[src/rtl/disk_wait_pkg.sv]
// Shared types and constants for the floppy wait-state ready generator.
// Assumes: the address field seen by the block is three bits wide.
package disk_wait_pkg;

    // Board revision: which form of the stall equation is built.
    typedef enum logic [0:0] {
        REV_FLAT  = 1'b0,   // single product term
        REV_SPLIT = 1'b1    // armed-trap term, then address gating
    } board_rev_e;

    localparam int LOW_W      = 3;
    localparam int NUM_DRIVES = 4;
    // Low address pattern of the trapped data register
    localparam logic [LOW_W-1:0] TRAP_ADDR = 3'b110;

endpackage

[src/rtl/disk_trap_reg.sv]
// Trap-enable flag written by software.
// Assumes: a write strobe and its data arrive in the same cycle.
module disk_trap_reg (
    input  logic clk,
    input  logic rst_n,
    input  logic we,
    input  logic d,
    output logic armed
);
    // Store the flag on a write; clear it on reset.
    always_ff @(posedge clk) begin
        if (!rst_n)  armed <= 1'b0;
        else if (we) armed <= d;
    end
endmodule

[src/rtl/disk_motor_timer.sv]
// Retriggerable motor-on one-shot built as a down-counter.
// A rising edge of the trigger reloads TICKS; the output is active while
// the count is nonzero. The trigger level that is present during reset is
// absorbed, so it does not start the timer.
// Assumes: TICKS >= 1.
module disk_motor_timer #(
    parameter int TICKS  = 1_000_000,
    parameter int DRIVES = 4
) (
    input  logic              clk,
    input  logic              rst_n,
    input  logic              trig,
    output logic              active,
    output logic              force_rdy,
    output logic [DRIVES-1:0] motor_n
);
    localparam int CNT_W = $clog2(TICKS + 1);
    localparam logic [CNT_W-1:0] LOAD = CNT_W'(TICKS);

    logic             trig_q;
    logic [CNT_W-1:0] count;
    logic             trig_rise;

    // Edge detect against the previous trigger level.
    assign trig_rise = trig && !trig_q;

    // Track the trigger level; during reset it follows the input.
    always_ff @(posedge clk) begin
        trig_q <= trig;
    end

    // Reload on an edge, otherwise count down to zero.
    always_ff @(posedge clk) begin
        if (!rst_n)                 count <= '0;
        else if (trig_rise)         count <= LOAD;
        else if (count != '0)       count <= count - 1'b1;
    end

    assign active    = (count != '0);
    assign force_rdy = active;

    // One active-low enable per drive, all driven together.
    for (genvar g = 0; g < DRIVES; g++) begin : g_drv
        assign motor_n[g] = !active;
    end
endmodule

[src/rtl/disk_stall_logic.sv]
// Combinational stall equation for the host READY line.
// REV picks one of two board-revision forms; both give the same result.
// Assumes: all inputs are settled within the cycle (no registers here).
module disk_stall_logic
    import disk_wait_pkg::*;
#(
    parameter board_rev_e REV = REV_FLAT
) (
    input  logic             sel,
    input  logic [LOW_W-1:0] addr,
    input  logic             trap,
    input  logic             motor,
    input  logic             drq,
    input  logic             intrq,
    output logic             stall
);
    if (REV == REV_FLAT) begin : g_flat
        // One product term over every wait condition.
        always_comb begin
            stall = sel && (addr == TRAP_ADDR) && trap && motor && !drq && !intrq;
        end
    end else begin : g_split
        logic armed_hit;
        // Board-level term: trap set, upper pair of address bits set, motor on.
        always_comb begin
            armed_hit = trap && (addr[2:1] == TRAP_ADDR[2:1]) && motor;
        end
        // Selector term: window decoded, even address, no byte, no interrupt.
        always_comb begin
            stall = sel && (addr[0] == TRAP_ADDR[0]) && armed_hit && !drq && !intrq;
        end
    end
endmodule

[src/rtl/disk_wait_ready.sv]
// Top of the floppy wait-state ready generator: trap flag, motor timer and
// stall equation. READY is low only while the stall equation holds.
// Assumes: ctrl_sel is already decoded from the host address and card select.
module disk_wait_ready
    import disk_wait_pkg::*;
#(
    parameter board_rev_e REV         = REV_FLAT,
    parameter int         MOTOR_TICKS = 1_000_000
) (
    input  logic                  clk,
    input  logic                  rst_n,
    input  logic                  ctrl_sel,
    input  logic [LOW_W-1:0]      addr_low,
    input  logic                  trap_we,
    input  logic                  trap_d,
    input  logic                  motor_kick,
    input  logic                  drq,
    input  logic                  intrq,
    output logic                  ready,
    output logic                  motor_active,
    output logic                  force_ready,
    output logic [NUM_DRIVES-1:0] drive_motor_n
);
    logic trap_en;
    logic stall;

    disk_trap_reg u_trap (
        .clk   (clk),
        .rst_n (rst_n),
        .we    (trap_we),
        .d     (trap_d),
        .armed (trap_en)
    );

    disk_motor_timer #(
        .TICKS  (MOTOR_TICKS),
        .DRIVES (NUM_DRIVES)
    ) u_motor (
        .clk       (clk),
        .rst_n     (rst_n),
        .trig      (motor_kick),
        .active    (motor_active),
        .force_rdy (force_ready),
        .motor_n   (drive_motor_n)
    );

    disk_stall_logic #(.REV(REV)) u_stall (
        .sel   (ctrl_sel),
        .addr  (addr_low),
        .trap  (trap_en),
        .motor (motor_active),
        .drq   (drq),
        .intrq (intrq),
        .stall (stall)
    );

    assign ready = !stall;
endmodule

[config.mk]
export PLATFORM = sky130hd
export DESIGN_NAME = disk_wait_ready
export DESIGN_NICKNAME = d
export VERILOG_FILES = /design/src/rtl/disk_wait_pkg.sv /design/src/rtl/disk_trap_reg.sv /design/src/rtl/disk_motor_timer.sv /design/src/rtl/disk_stall_logic.sv /design/src/rtl/disk_wait_ready.sv
export SDC_FILE = /design/constraint.sdc
export NUM_CORES = 1
export LEC_CHECK = 0
export BUFFER_PORTS_ARGS = -buffer_cell sky130_fd_sc_hd__buf_2
export CAP_MARGIN = 25
export CORE_MARGIN = 3
export CORE_UTILIZATION = 40
export CTS_CLUSTER_DIAMETER = 80
export DETAILED_ROUTE_END_ITERATION = 12
export GPL_TIMING_DRIVEN = 0
export PLACE_DENSITY_LB_ADDON = 0.3
export SETUP_SLACK_MARGIN = 0.5
export SLEW_MARGIN = 20
export SYNTH_ARGS = -nofsm -noshare
export SYNTH_HDL_FRONTEND = slang
export SYNTH_SLANG_ARGS = --single-unit
export TNS_END_PERCENT = 50
[constraint.sdc]
create_clock -name clk -period 2.5 [get_ports clk]
set_input_delay 0.5 -clock clk [delete_from_list [all_inputs] [get_ports clk]]
set_output_delay 0.5 -clock clk [all_outputs]
set_load 0.01 [all_outputs]
# Word-level counts from Yosys, hierarchy flattened

Cells that the tools add are included.

Flip-flop bits (word level): 22
Latch bits: 0
Memory bits (writable): 0
Bits in read-only memories: 0
Input bits: 11
Output and inout bits: 7
Memories: 0

$add $sub $neg: 1
Multipliers: 0
Divide/modulo/power cells: 0
Magnitude comparators: 0
Equality and inequality tests: 1
Shift operators: 0
Muxes and demuxes: 2
Bitwise operators: 1
Reductions and logical operators: 14

Operator list:

| cell                    | count |
|---|---|
| $mux W20                | 2 |
| $reduce_bool A20 Y1     | 1 |
| $sub A20 B1 Y20 const B | 1 |
| $logic_and A1 B1 Y1     | 6 |
| $logic_not A1 Y1        | 5 |
| $eq A3 B3 Y1 const B    | 1 |
| $reduce_bool A2 Y1      | 1 |
| $reduce_or A2 Y1        | 1 |
| $not A1 Y1              | 1 |

# Logic depth before layout (Yosys ltp)

Gate-level depths: netlist of the first run.

Word-level depth: 7
Mapped depth: 7
Depth with buffers taken out: 7

# By module

From an unflattened synthesis of the first run, not the netlist that was laid out.

Cells, all modules: 147
Area total of the unflattened synthesis: 1295.0 sq um

Modules (own cells, without submodules):

| module           | times used | cells an instance | area an instance (sq um) | sequential area each (sq um) |
|---|---|---|---|---|
| disk_motor_timer | 1          | 140               | 1231.2                   | 420.4 |
| disk_trap_reg    | 1          | 3                 | 36.3                     | 20.0 |
| disk_stall_logic | 1          | 3                 | 23.8                     | 0.0 |
| disk_wait_ready  | 1          | 1                 | 3.8                      | 0.0 |

# Least setup slack after synthesis of the first run

OpenSTA, ideal clock, no wires.

Kind: register to output
Start: register u_motor.count[0]
End: output motor_active
Arrival time: 1.794 ns
Path slack: 0.206 ns
Stages on the path, launching flop included: 8
Buffers on the path: 1
Cells stage by stage: dfxtp_1 inv_1 ha_1 nor3b_1 nand4_1 nor2_1 inv_1 buf_4

Longest elaborated chain between the ends: 1

Ends and longest elaborated chain:

| element                  | line                   | RTL |
|---|---|---|
| start: declaration       | disk_motor_timer.sv:21 | `logic [CNT_W-1:0] count;` |
| start signal: assignment | disk_motor_timer.sv:36 | `else if (count != '0) count <= count - 1'b1;` |
| $reduce_bool A20 Y1      | disk_motor_timer.sv:39 | `assign active = (count != '0);` |
| end: declaration         | disk_wait_ready.sv:20  | `output logic motor_active,` |

Every way passes these cells.

# Worst setup path in the final report of the first run

Start: register u_motor.count[1]
End: output motor_active

Same word-level chain as after synthesis.

==> results.sh, run 1 <==
export IMPL_syn_area_sq_mm=0.001270
export IMPL_setup_viol_count_final=0
export IMPL_maxCapViolCount=0
export IMPL_dr_pass1_iters=4
export IMPL_syn_nets=161
export IMPL_crit_cells=8
export IMPL_max_stage_delay_ns=0.37
export IMPL_clk_pin_slew_ns=0.12
export IMPL_worst_hold_slack_ns=0.3092
export IMPL_hold_class="input port to flop"
export IMPL_cts_tree="done"
export IMPL_fp_dieH_um=62.35
export IMPL_path_cells="inv_4 > ha_4 > nor3b_4 > nand4_1 > nor2_4 > inv_2 > buf_6 > buf_6"
export IMPL_antenna_found_initial=0
export IMPL_status="finished, final reports clean"
export IMPL_area_growth_pct=26.70
export IMPL_yosysTopAreaCell="dfxtp_1"
export IMPL_drv_slew=0
export IMPL_layout_drive_gt1_share=0.2944
export IMPL_fmax_mhz=447.7
export IMPL_critPathKind="flop to primary output"
export IMPL_synth_area_per_cell_sq_um=8.523
export IMPL_overflow=0
export IMPL_viasPerCell=5.856
export IMPL_ys_flop_type="dfxtp_1"
export IMPL_crit_top_cell="buf_6"
export IMPL_io_pins=18
export IMPL_antenna_left=0
export IMPL_rsz0062_at_grt="yes"
export IMPL_ys_top_cells_by_area="dfxtp_1, or3_1, mux2i_1"
export IMPL_first_global_vias=1215
export IMPL_clock_root_buffer="clkbuf_4"
export IMPL_initial_core_util=0.4379
export IMPL_final_cell_mix="dfxtp_1, buf_2, buf_4"
export IMPL_yosysTopAreaCellShare=0.3468
export IMPL_io_buffers=17
export IMPL_htree_levels=1
export IMPL_vias=1300
export IMPL_clock_sinks=22
export IMPL_holdPathStages=1
export IMPL_hold_viol=0
export IMPL_drc=0
export IMPL_startpoint_type="flop"
export IMPL_relSlewSlack=0.5828
export IMPL_cp_data_required_time_ns=2.00
export IMPL_clk_latency_ns=0.31
export IMPL_slowest_stage="dfxtp_4"
export IMPL_ys_types=37
export IMPL_synth_edf_count=0
export IMPL_cts_buffers_inserted=3
export IMPL_yosys_warnings=0
export IMPL_setup_tns_ns=0
export IMPL_min_period_over_period=0.8934
export IMPL_power_density_mw_per_mm2=1051
export IMPL_worstPathArrival_ns=1.73
export IMPL_fillers=273
export IMPL_synthArstFlopShare=0
export IMPL_finClkSkew_ns=0.001689
export IMPL_grt_pass1_wl_um=5692
export IMPL_worst_r2r_cell_count=6
export IMPL_end_kind="primary output"
export IMPL_worst_path_max_fanout=5
export IMPL_grt_usage=0.1779
export IMPL_crit_family="simple AND/OR/NAND/NOR gates"
export IMPL_worst_pin_slew_ns=0.6206
export IMPL_routabilityCongestion=0.8383
export IMPL_cts_buffer_depth=2
export IMPL_mostFrequentLayoutCell="dfxtp_1"
export IMPL_yosys_register_bits=22
export IMPL_wire_per_inst_um=15.58
export IMPL_n_antenna_cell=0
export IMPL_cts_hold_buf=0
export IMPL_yosysSeqAreaShare=0.3468
export IMPL_dpl_hpwl_um=2344
export IMPL_leakage_nw=0.6146
export IMPL_die_width_um=62.35
export IMPL_drt_initial_drc_count=86
export IMPL_fin_crit_ns=2.233
export IMPL_core_sq_mm=0.002900
export IMPL_syn_inst=149
export IMPL_final_nets=194
export IMPL_row_count=19
export IMPL_grt_max_degree=12
export IMPL_totalWireLength_um=3459
export IMPL_worst_path_buf_inv=4
export IMPL_dieArea_sq_mm=0.003887
export IMPL_ir_worst_vdd_v=0.0007822
through the flow:
stage          instance area, sq um  total power, mW  instances  setup slack [ns]  utilization
2_1_floorplan                  1289            1.153        149            0.5140            -
3_3_place_gp                   1426            1.316        208            0.2681       0.4918
5_1_grt                        1609            1.800        222            0.1860       0.5548
6_report                       1609            1.690        222            0.2665       0.5548
4_1_cts                        1570            1.618        219            0.2597       0.5414
3_5_place_dp                   1426            1.344        208            0.2392       0.4918
flip-flops by register name (all words and copies together) (netlist names):
signal / count
u_trap.armed: 1
u_motor.count: 20
u_motor.trig_q: 1
cells in the mapped netlist, types with 2 or more instances:
master,number
a2111oi_0,4
a211oi_1,4
a21oi_1,6
a31oi_1,3
and3_1,2
buf_4,4
clkbuf_1,3
dfxtp_1,22
inv_1,5
mux2i_1,8
nand2_1,14
nand2b_1,3
nand4_1,6
nor2_1,11
nor2b_1,2
nor3_1,9
nor3b_1,2
nor4_1,2
o21ai_0,4
o31ai_1,3
or3_1,13
or4_1,4
repair_timing:
action | CTS | global route
pin swaps | 3 | 1
setup endpoints to repair | 19 | 19
setup buffers | 8 | 3
gates cloned | 0 | 0
resized for setup | 16 | 3
cell families (layout without fill, tap and decap cells):
| group | count (synthesis) | after routing | synth area share |
|---|---|---|---|
| AOI/OAI and AO/OA | 29 | 29 | 0.1744 |
| adders and majority gates | 1 | 1 | 0.009851 |
| buffers and inverters | 12 | 43 | 0.04729 |
| DFF | 22 | 22 | 0.3468 |
| muxes | 8 | 8 | 0.06306 |
| and+or+nand+nor | 77 | 77 | 0.3586 |
per-layer routing:
metal | vias up | share of wire | GRT usage
li1 | 638 | - | -
met1 | 618 | 0.43 | 0.2193
met2 | 40 | 0.51 | 0.3105
met3 | 4 | 0.055 | 0.04144
met4 | 0 | 0.011 | 0.04683
met5 | - | 0 | 0
power breakdown:
part / leakage [nW] / switching (mW) / internal [mW]
sequential: 0.182 / 0.136 / 0.439
combinational: 0.418 / 0.525 / 0.424
clock: 0.0138 / 0.110 / 0.0564
cell type report:
cell class | instances | area, sq um | share of cell area
multi-input cells | 115 | 842.1 | 0.5233
repair buffers | 28 | 180.2 | 0.1120
clock buffers | 3 | 22.52 | 0.01400
plain buffers | 7 | 45.04 | 0.02799
flip-flops and latches | 22 | 445.4 | 0.2768
inverters | 5 | 21.27 | 0.01322
well taps | 42 | 52.55 | 0.03266
worst paths after layout:
check                                  startpoint                end  slack [ns]
worst max-delay path             u_motor.count[1]       motor_active        0.27
worst min-delay path                   motor_kick     u_motor.trig_q        0.31
worst max register to register   u_motor.count[1]  u_motor.count[19]        0.33
worst min register to register  u_motor.count[12]  u_motor.count[12]        0.52
(Power assumes the default switching activity.)
==> run 2, diff against run 1 <==
--- a/config.mk
+++ b/config.mk
@@ -7,3 +7,3 @@
 export LEC_CHECK = 0
-export BUFFER_PORTS_ARGS = -buffer_cell sky130_fd_sc_hd__buf_2
+export ABC_CLOCK_PERIOD_IN_PS = 2500
 export CAP_MARGIN = 25
@@ -13,2 +13,3 @@
 export DETAILED_ROUTE_END_ITERATION = 12
+export DONT_BUFFER_PORTS = 1
 export GPL_TIMING_DRIVEN = 0
==> constraint.sdc (replaced) <==
create_clock -name clk -period 2.5 [get_ports clk]
set_input_delay 0.125 -clock clk [delete_from_list [all_inputs] [get_ports clk]]
set_output_delay 0.125 -clock clk [all_outputs]
set_load 0.01 [all_outputs]
==> run 2 against run 1 <==
Net effect: critical endpoint is now u_motor.count[19]; clock skew is 0.0099 ns higher; die area is the same; highest routed layer unchanged; cell area down 3.5%; setup slack improved by 0.31 ns; utilization down 1.9 points; sequential share of layout area grew 1.2 points; critical path type is now flop to flop; combinational power rose by 2.8%.
==> results.sh, run 2 (synthesis results as in run 1) <==
export IMPL_status="finished, final reports clean"
export IMPL_placed_cells=191
export IMPL_met2_usage=0.2769
export IMPL_crit_family="simple AND/OR/NAND/NOR gates"
export IMPL_final_cell_mix="dfxtp_1, buf_4, nand2_1, or3_1, nor2_1"
export IMPL_slowest_stage="or4_1"
export IMPL_leakage_nw=0.5550
export IMPL_grt_pass1_wl_um=5540
export IMPL_io_pins=18
export IMPL_fmax_mhz=519.9
export IMPL_clock_sinks=22
export IMPL_dpl_hpwl_um=2173
export IMPL_fin_area_sq_mm=0.001553
export IMPL_timing_rr_start="u_motor.count[1]"
export IMPL_ir_worst_vdd_v=0.0006453
export IMPL_vias=1243
export IMPL_max_stage_delay_ns=0.47
export IMPL_antenna_left=0
export IMPL_end_kind="flop"
export IMPL_fillers=273
export IMPL_final_cells=209
export IMPL_grt_busiest_layer="met2"
export IMPL_drv_slew=0
export IMPL_worst_r2r_cell_count=6
export IMPL_worst_path_buf_inv=2
export IMPL_grt_usage=0.1757
export IMPL_die_width_um=62.35
export IMPL_fin_crit_ns=1.923
export IMPL_n_antenna_cell=0
export IMPL_largestRegisters="u_motor.count: 20 flops, u_motor.trig_q: 1 flops, u_trap.armed: 1 flops"
export IMPL_cts_buffers_inserted=3
export IMPL_grt_max_degree=12
export IMPL_dieArea_sq_mm=0.003887
export IMPL_rrSetupSlack_ns=0.58
export IMPL_globalRouteMet1Util=0.2253
export IMPL_crit_top_cell="buf_4"
export IMPL_htree_levels=1
export IMPL_finClkSkew_ns=0.01156
export IMPL_clk_latency_ns=0.31
export IMPL_r2r_end="u_motor.count[19]"
export IMPL_crit_end="u_motor.count[19]"
export IMPL_power_density_mw_per_mm2=1103
export IMPL_path_cells="buf_4 > nor4_4 > o41ai_4 > buf_4 > or4_1 > a31oi_1"
export IMPL_viasPerCell=5.947
export IMPL_fin_ws_ns=0.5765
export IMPL_clock_root_buffer="clkbuf_4"
export IMPL_routabilityCongestion=0.8290
export IMPL_wire_per_inst_um=16.30
export IMPL_row_count=19
export IMPL_overflow=0
export IMPL_antenna_found_initial=0
export IMPL_worstPathArrival_ns=2.18
export IMPL_cts_buffer_depth=2
export IMPL_worst_pin_slew_ns=0.5657
export IMPL_mostFrequentLayoutCell="dfxtp_1"
export IMPL_totalWireLength_um=3407
export IMPL_initial_core_util=0.4379
export IMPL_worst_hold_slack_ns=0.08711
export IMPL_cp_data_required_time_ns=2.75
export IMPL_dpl_worst_slack_ns=0.2054
export IMPL_core_sq_mm=0.002900
export IMPL_drt_initial_drc_count=57
export IMPL_min_period_over_period=0.7694
export IMPL_startpoint_type="flop"
export IMPL_maxCapViolCount=0
export IMPL_startpoint="u_motor.count[1]"
export IMPL_relSlewSlack=0.6214
export IMPL_largest_register_ffs=20
export IMPL_drc=0
export IMPL_final_nets=181
export IMPL_fp_dieH_um=62.35
export IMPL_area_growth_pct=22.27
export IMPL_critPathKind="flop to flop"
export IMPL_rsz0062_at_grt="no"
export IMPL_setup_tns_ns=0
export IMPL_dr_pass1_iters=4
export IMPL_largest_register="u_motor.count"
export IMPL_first_global_vias=1152
export IMPL_placed_cell_area_sq_mm=0.001323
export IMPL_hold_viol=0
export IMPL_layout_drive_gt1_share=0.2275
export IMPL_worst_path_max_fanout=6
export IMPL_grt_use_met3=0.04685
export IMPL_io_buffers=0
export IMPL_clk_pin_slew_ns=0.12
export IMPL_hold_class="input port to flop"
export IMPL_setup_viol_count_final=0
export IMPL_cts_tree="done"
export IMPL_crit_cells=6
-- run 2: worst min-delay path by stage --
stage               cells past startpoint  startpoint                 to
CTS                                     2       rst_n   u_motor.count[2]
global route                            2       rst_n  u_motor.count[13]
detailed placement                      0  motor_kick     u_motor.trig_q
finish                                  2       rst_n  u_motor.count[15]
global placement                        0  motor_kick     u_motor.trig_q
floorplan                               0  motor_kick     u_motor.trig_q
-- run 2: area by class of cell --
type                       instances  area [sq um]  area share
timing repair buffer              15         122.6     0.07897
inverter                           5         21.27     0.01370
multi-input combinational        115         844.6      0.5439
tap                               42         52.55     0.03384
buffer                             7         41.29     0.02659
sequential                        22         447.9      0.2885
clock buffer                       3         22.52     0.01450
-- run 2: power breakdown --
group          switching (mW)  total [mW]  internal, mW
combinational           0.540       0.977         0.438
clock                   0.107       0.164        0.0564
sequential              0.132       0.571         0.439
-- run 2: metrics by stage --
| step | power (mW) | utilization |
|---|---|---|
| finish | 1.712 | 0.5354 |
| global route | 1.834 | 0.5354 |
| CTS | 1.561 | 0.5030 |
| detailed placement | 1.290 | 0.4560 |
| global placement | 1.271 | 0.4560 |
| floorplan | 1.129 | - |
-- run 2: what timing repair did --
item	in CTS	in global routing
hold buffers	4	0
endpoints found under the hold margin	4	0
pin swaps	4	3
endpoints found under the setup margin	17	16
buffers inserted	6	5
resized for setup	9	15
-- run 2: per-layer routing --
layer	vias up	routed length, um
li1	607	-
met1	602	1495
met2	26	1714
met3	8	136
met4	0	61
met5	-	0
==> run 3, diff against run 2 <==
Settings changed: ABC_CLOCK_PERIOD_IN_PS 2500 to 1900.
Clock period 2.5 ns to 1.9 ns, I/O delays scaled along.
==> run 3 against run 2 <==
Net effect: the run now ends with setup timing left; global-route usage is 0.14 points lower; clock power is 64% higher; maximum frequency is 0.88% lower; first-iteration DRC count is 140% higher.
==> results.sh, run 3 (synthesis results as in run 1) <==
export IMPL_largestRegisters="u_motor.count: 20 flops, u_motor.trig_q: 1 flops, u_trap.armed: 1 flops"
export IMPL_failed_checks="setup timing"
export IMPL_rrSetupSlack_ns=-0.04
export IMPL_worst_r2r_cell_count=7
export IMPL_leakage_nw=0.6473
export IMPL_clock_root_buffer="clkbuf_4"
export IMPL_routabilityCongestion=0.8078
export IMPL_grt_usage=0.1743
export IMPL_finClkSkew_ns=0.02053
export IMPL_layout_drive_gt1_share=0.4213
export IMPL_final_cell_mix="buf_4, dfxtp_1, nand2_1"
export IMPL_worst_path_max_fanout=7
export IMPL_hold_viol=0
export IMPL_io_pins=18
export IMPL_antenna_found_initial=0
export IMPL_first_global_vias=1201
export IMPL_end_kind="flop"
export IMPL_startpoint_type="flop"
export IMPL_io_buffers=0
export IMPL_fmax_mhz=515.3
export IMPL_final_nets=191
export IMPL_cts_buffers_inserted=3
export IMPL_htree_levels=1
export IMPL_critPathKind="flop to flop"
export IMPL_min_period_over_period=1.021
export IMPL_dr_pass1_iters=5
export IMPL_fin_ws_ns=-0.04045
export IMPL_largest_register="u_motor.count"
export IMPL_worst_pin_slew_ns=0.5394
export IMPL_setup_viol_count_final=1
export IMPL_timing_rr_start="u_motor.count[0]"
export IMPL_grt_max_degree=13
export IMPL_dpl_hpwl_um=2306
export IMPL_fp_dieH_um=62.35
export IMPL_totalWireLength_um=4000
export IMPL_antenna_left=0
export IMPL_multi_input_area_sq_mm=0.001001
export IMPL_initial_core_util=0.4379
export IMPL_holdPathStages=2
export IMPL_worstPathArrival_ns=2.16
export IMPL_n_antenna_cell=0
export IMPL_viasPerCell=6.150
export IMPL_drt_initial_drc_count=136
export IMPL_core_sq_mm=0.002900
export IMPL_drv_slew=0
export IMPL_crit_end="u_motor.count[0]"
export IMPL_status="finished with violations"
export IMPL_rsz0062_at_grt="yes"
export IMPL_row_count=19
export IMPL_fillers=235
export IMPL_relSlewSlack=0.6404
export IMPL_fin_crit_ns=1.940
export IMPL_placed_cells=191
export IMPL_clock_sinks=22
export IMPL_final_cells=220
export IMPL_mostFrequentLayoutCell="buf_4"
export IMPL_clk_pin_slew_ns=0.14
export IMPL_dieArea_sq_mm=0.003887
export IMPL_worst_hold_slack_ns=0.06435
export IMPL_drc=0
export IMPL_wire_per_inst_um=18.18
export IMPL_ir_worst_vdd_v=0.0007417
export IMPL_maxCapViolCount=0
export IMPL_grt_pass1_wl_um=5616
export IMPL_r2r_end="u_motor.count[0]"
export IMPL_cts_tree="done"
export IMPL_largest_register_ffs=20
export IMPL_hold_class="input port to flop"
export IMPL_cts_buffer_depth=2
export IMPL_vias=1353
export IMPL_cp_data_required_time_ns=2.12
export IMPL_clk_latency_ns=0.33
export IMPL_die_width_um=62.35
export IMPL_overflow=0
export IMPL_regArea_sq_um=455.4
export IMPL_area_growth_pct=44.93
export IMPL_startpoint="u_motor.count[0]"
export IMPL_power_density_mw_per_mm2=1532
[run 3: what timing repair did]
action	in CTS	in global routing
pin swaps	8	21
buffers inserted	10	11
hold buffers	4	0
hold endpoints to repair	4	0
setup endpoints to repair	27	27
resized for setup	25	35
[run 3: worst min path at each step]
| stage | slack, ns | start | end |
|---|---|---|---|
| 2_1_floorplan | 0.12 | motor_kick | u_motor.trig_q |
| 3_3_place_gp | 0.12 | motor_kick | u_motor.trig_q |
| 3_5_place_dp | 0.12 | motor_kick | u_motor.trig_q |
| 4_1_cts | 0.03 | rst_n | u_motor.count[11] |
| 5_1_grt | 0.07 | rst_n | u_motor.count[15] |
| 6_report | 0.06 | rst_n | u_motor.count[15] |
[run 3: per-stage QoR]
step / area, sq um / setup TNS (ns) / util / total power [mW] / setup slack [ns]
6_report: 1841 / -0.04045 / 0.6346 / 2.819 / -0.04045
2_1_floorplan: 1311 / 0 / - / 1.546 / 0.1681
3_3_place_gp: 1364 / 0 / 0.4702 / 1.722 / 0.007673
3_5_place_dp: 1364 / -0.02344 / 0.4702 / 1.758 / -0.01104
5_1_grt: 1841 / -0.3892 / 0.6346 / 2.970 / -0.1220
4_1_cts: 1625 / 0 / 0.5604 / 2.369 / 0.03907
[run 3: final cells by class]
cell class              count  share of cell area
plain buffers               7             0.02447
clock buffers               4             0.01971
well taps                  42             0.02855
inverters                   5             0.01428
multi-input cells         115              0.5438
repair buffers             25              0.1217
flip-flops and latches     22              0.2475
[run 3: per-layer routing]
layer	vias up	track usage	routed length, um
met5	-	0	0
met4	0	0.02755	68
met3	6	0.04685	340
met2	68	0.2970	2108
met1	647	0.2243	1483
li1	632	-	-
[run 3: worst max-delay path: stages, from the launching register on]
cell and delay [ns]:
dfxtp_4 0.39, inv_4 0.06, ha_4 0.12, or3b_4 0.43, nor4_4 0.24, buf_6 0.19
a21oi_2 0.08, nor3_1 0.31
[run 3: power by group]
group / internal, mW / switching [mW]
Clock: 0.117 / 0.152
Combinational: 0.821 / 0.931
Sequential: 0.587 / 0.211
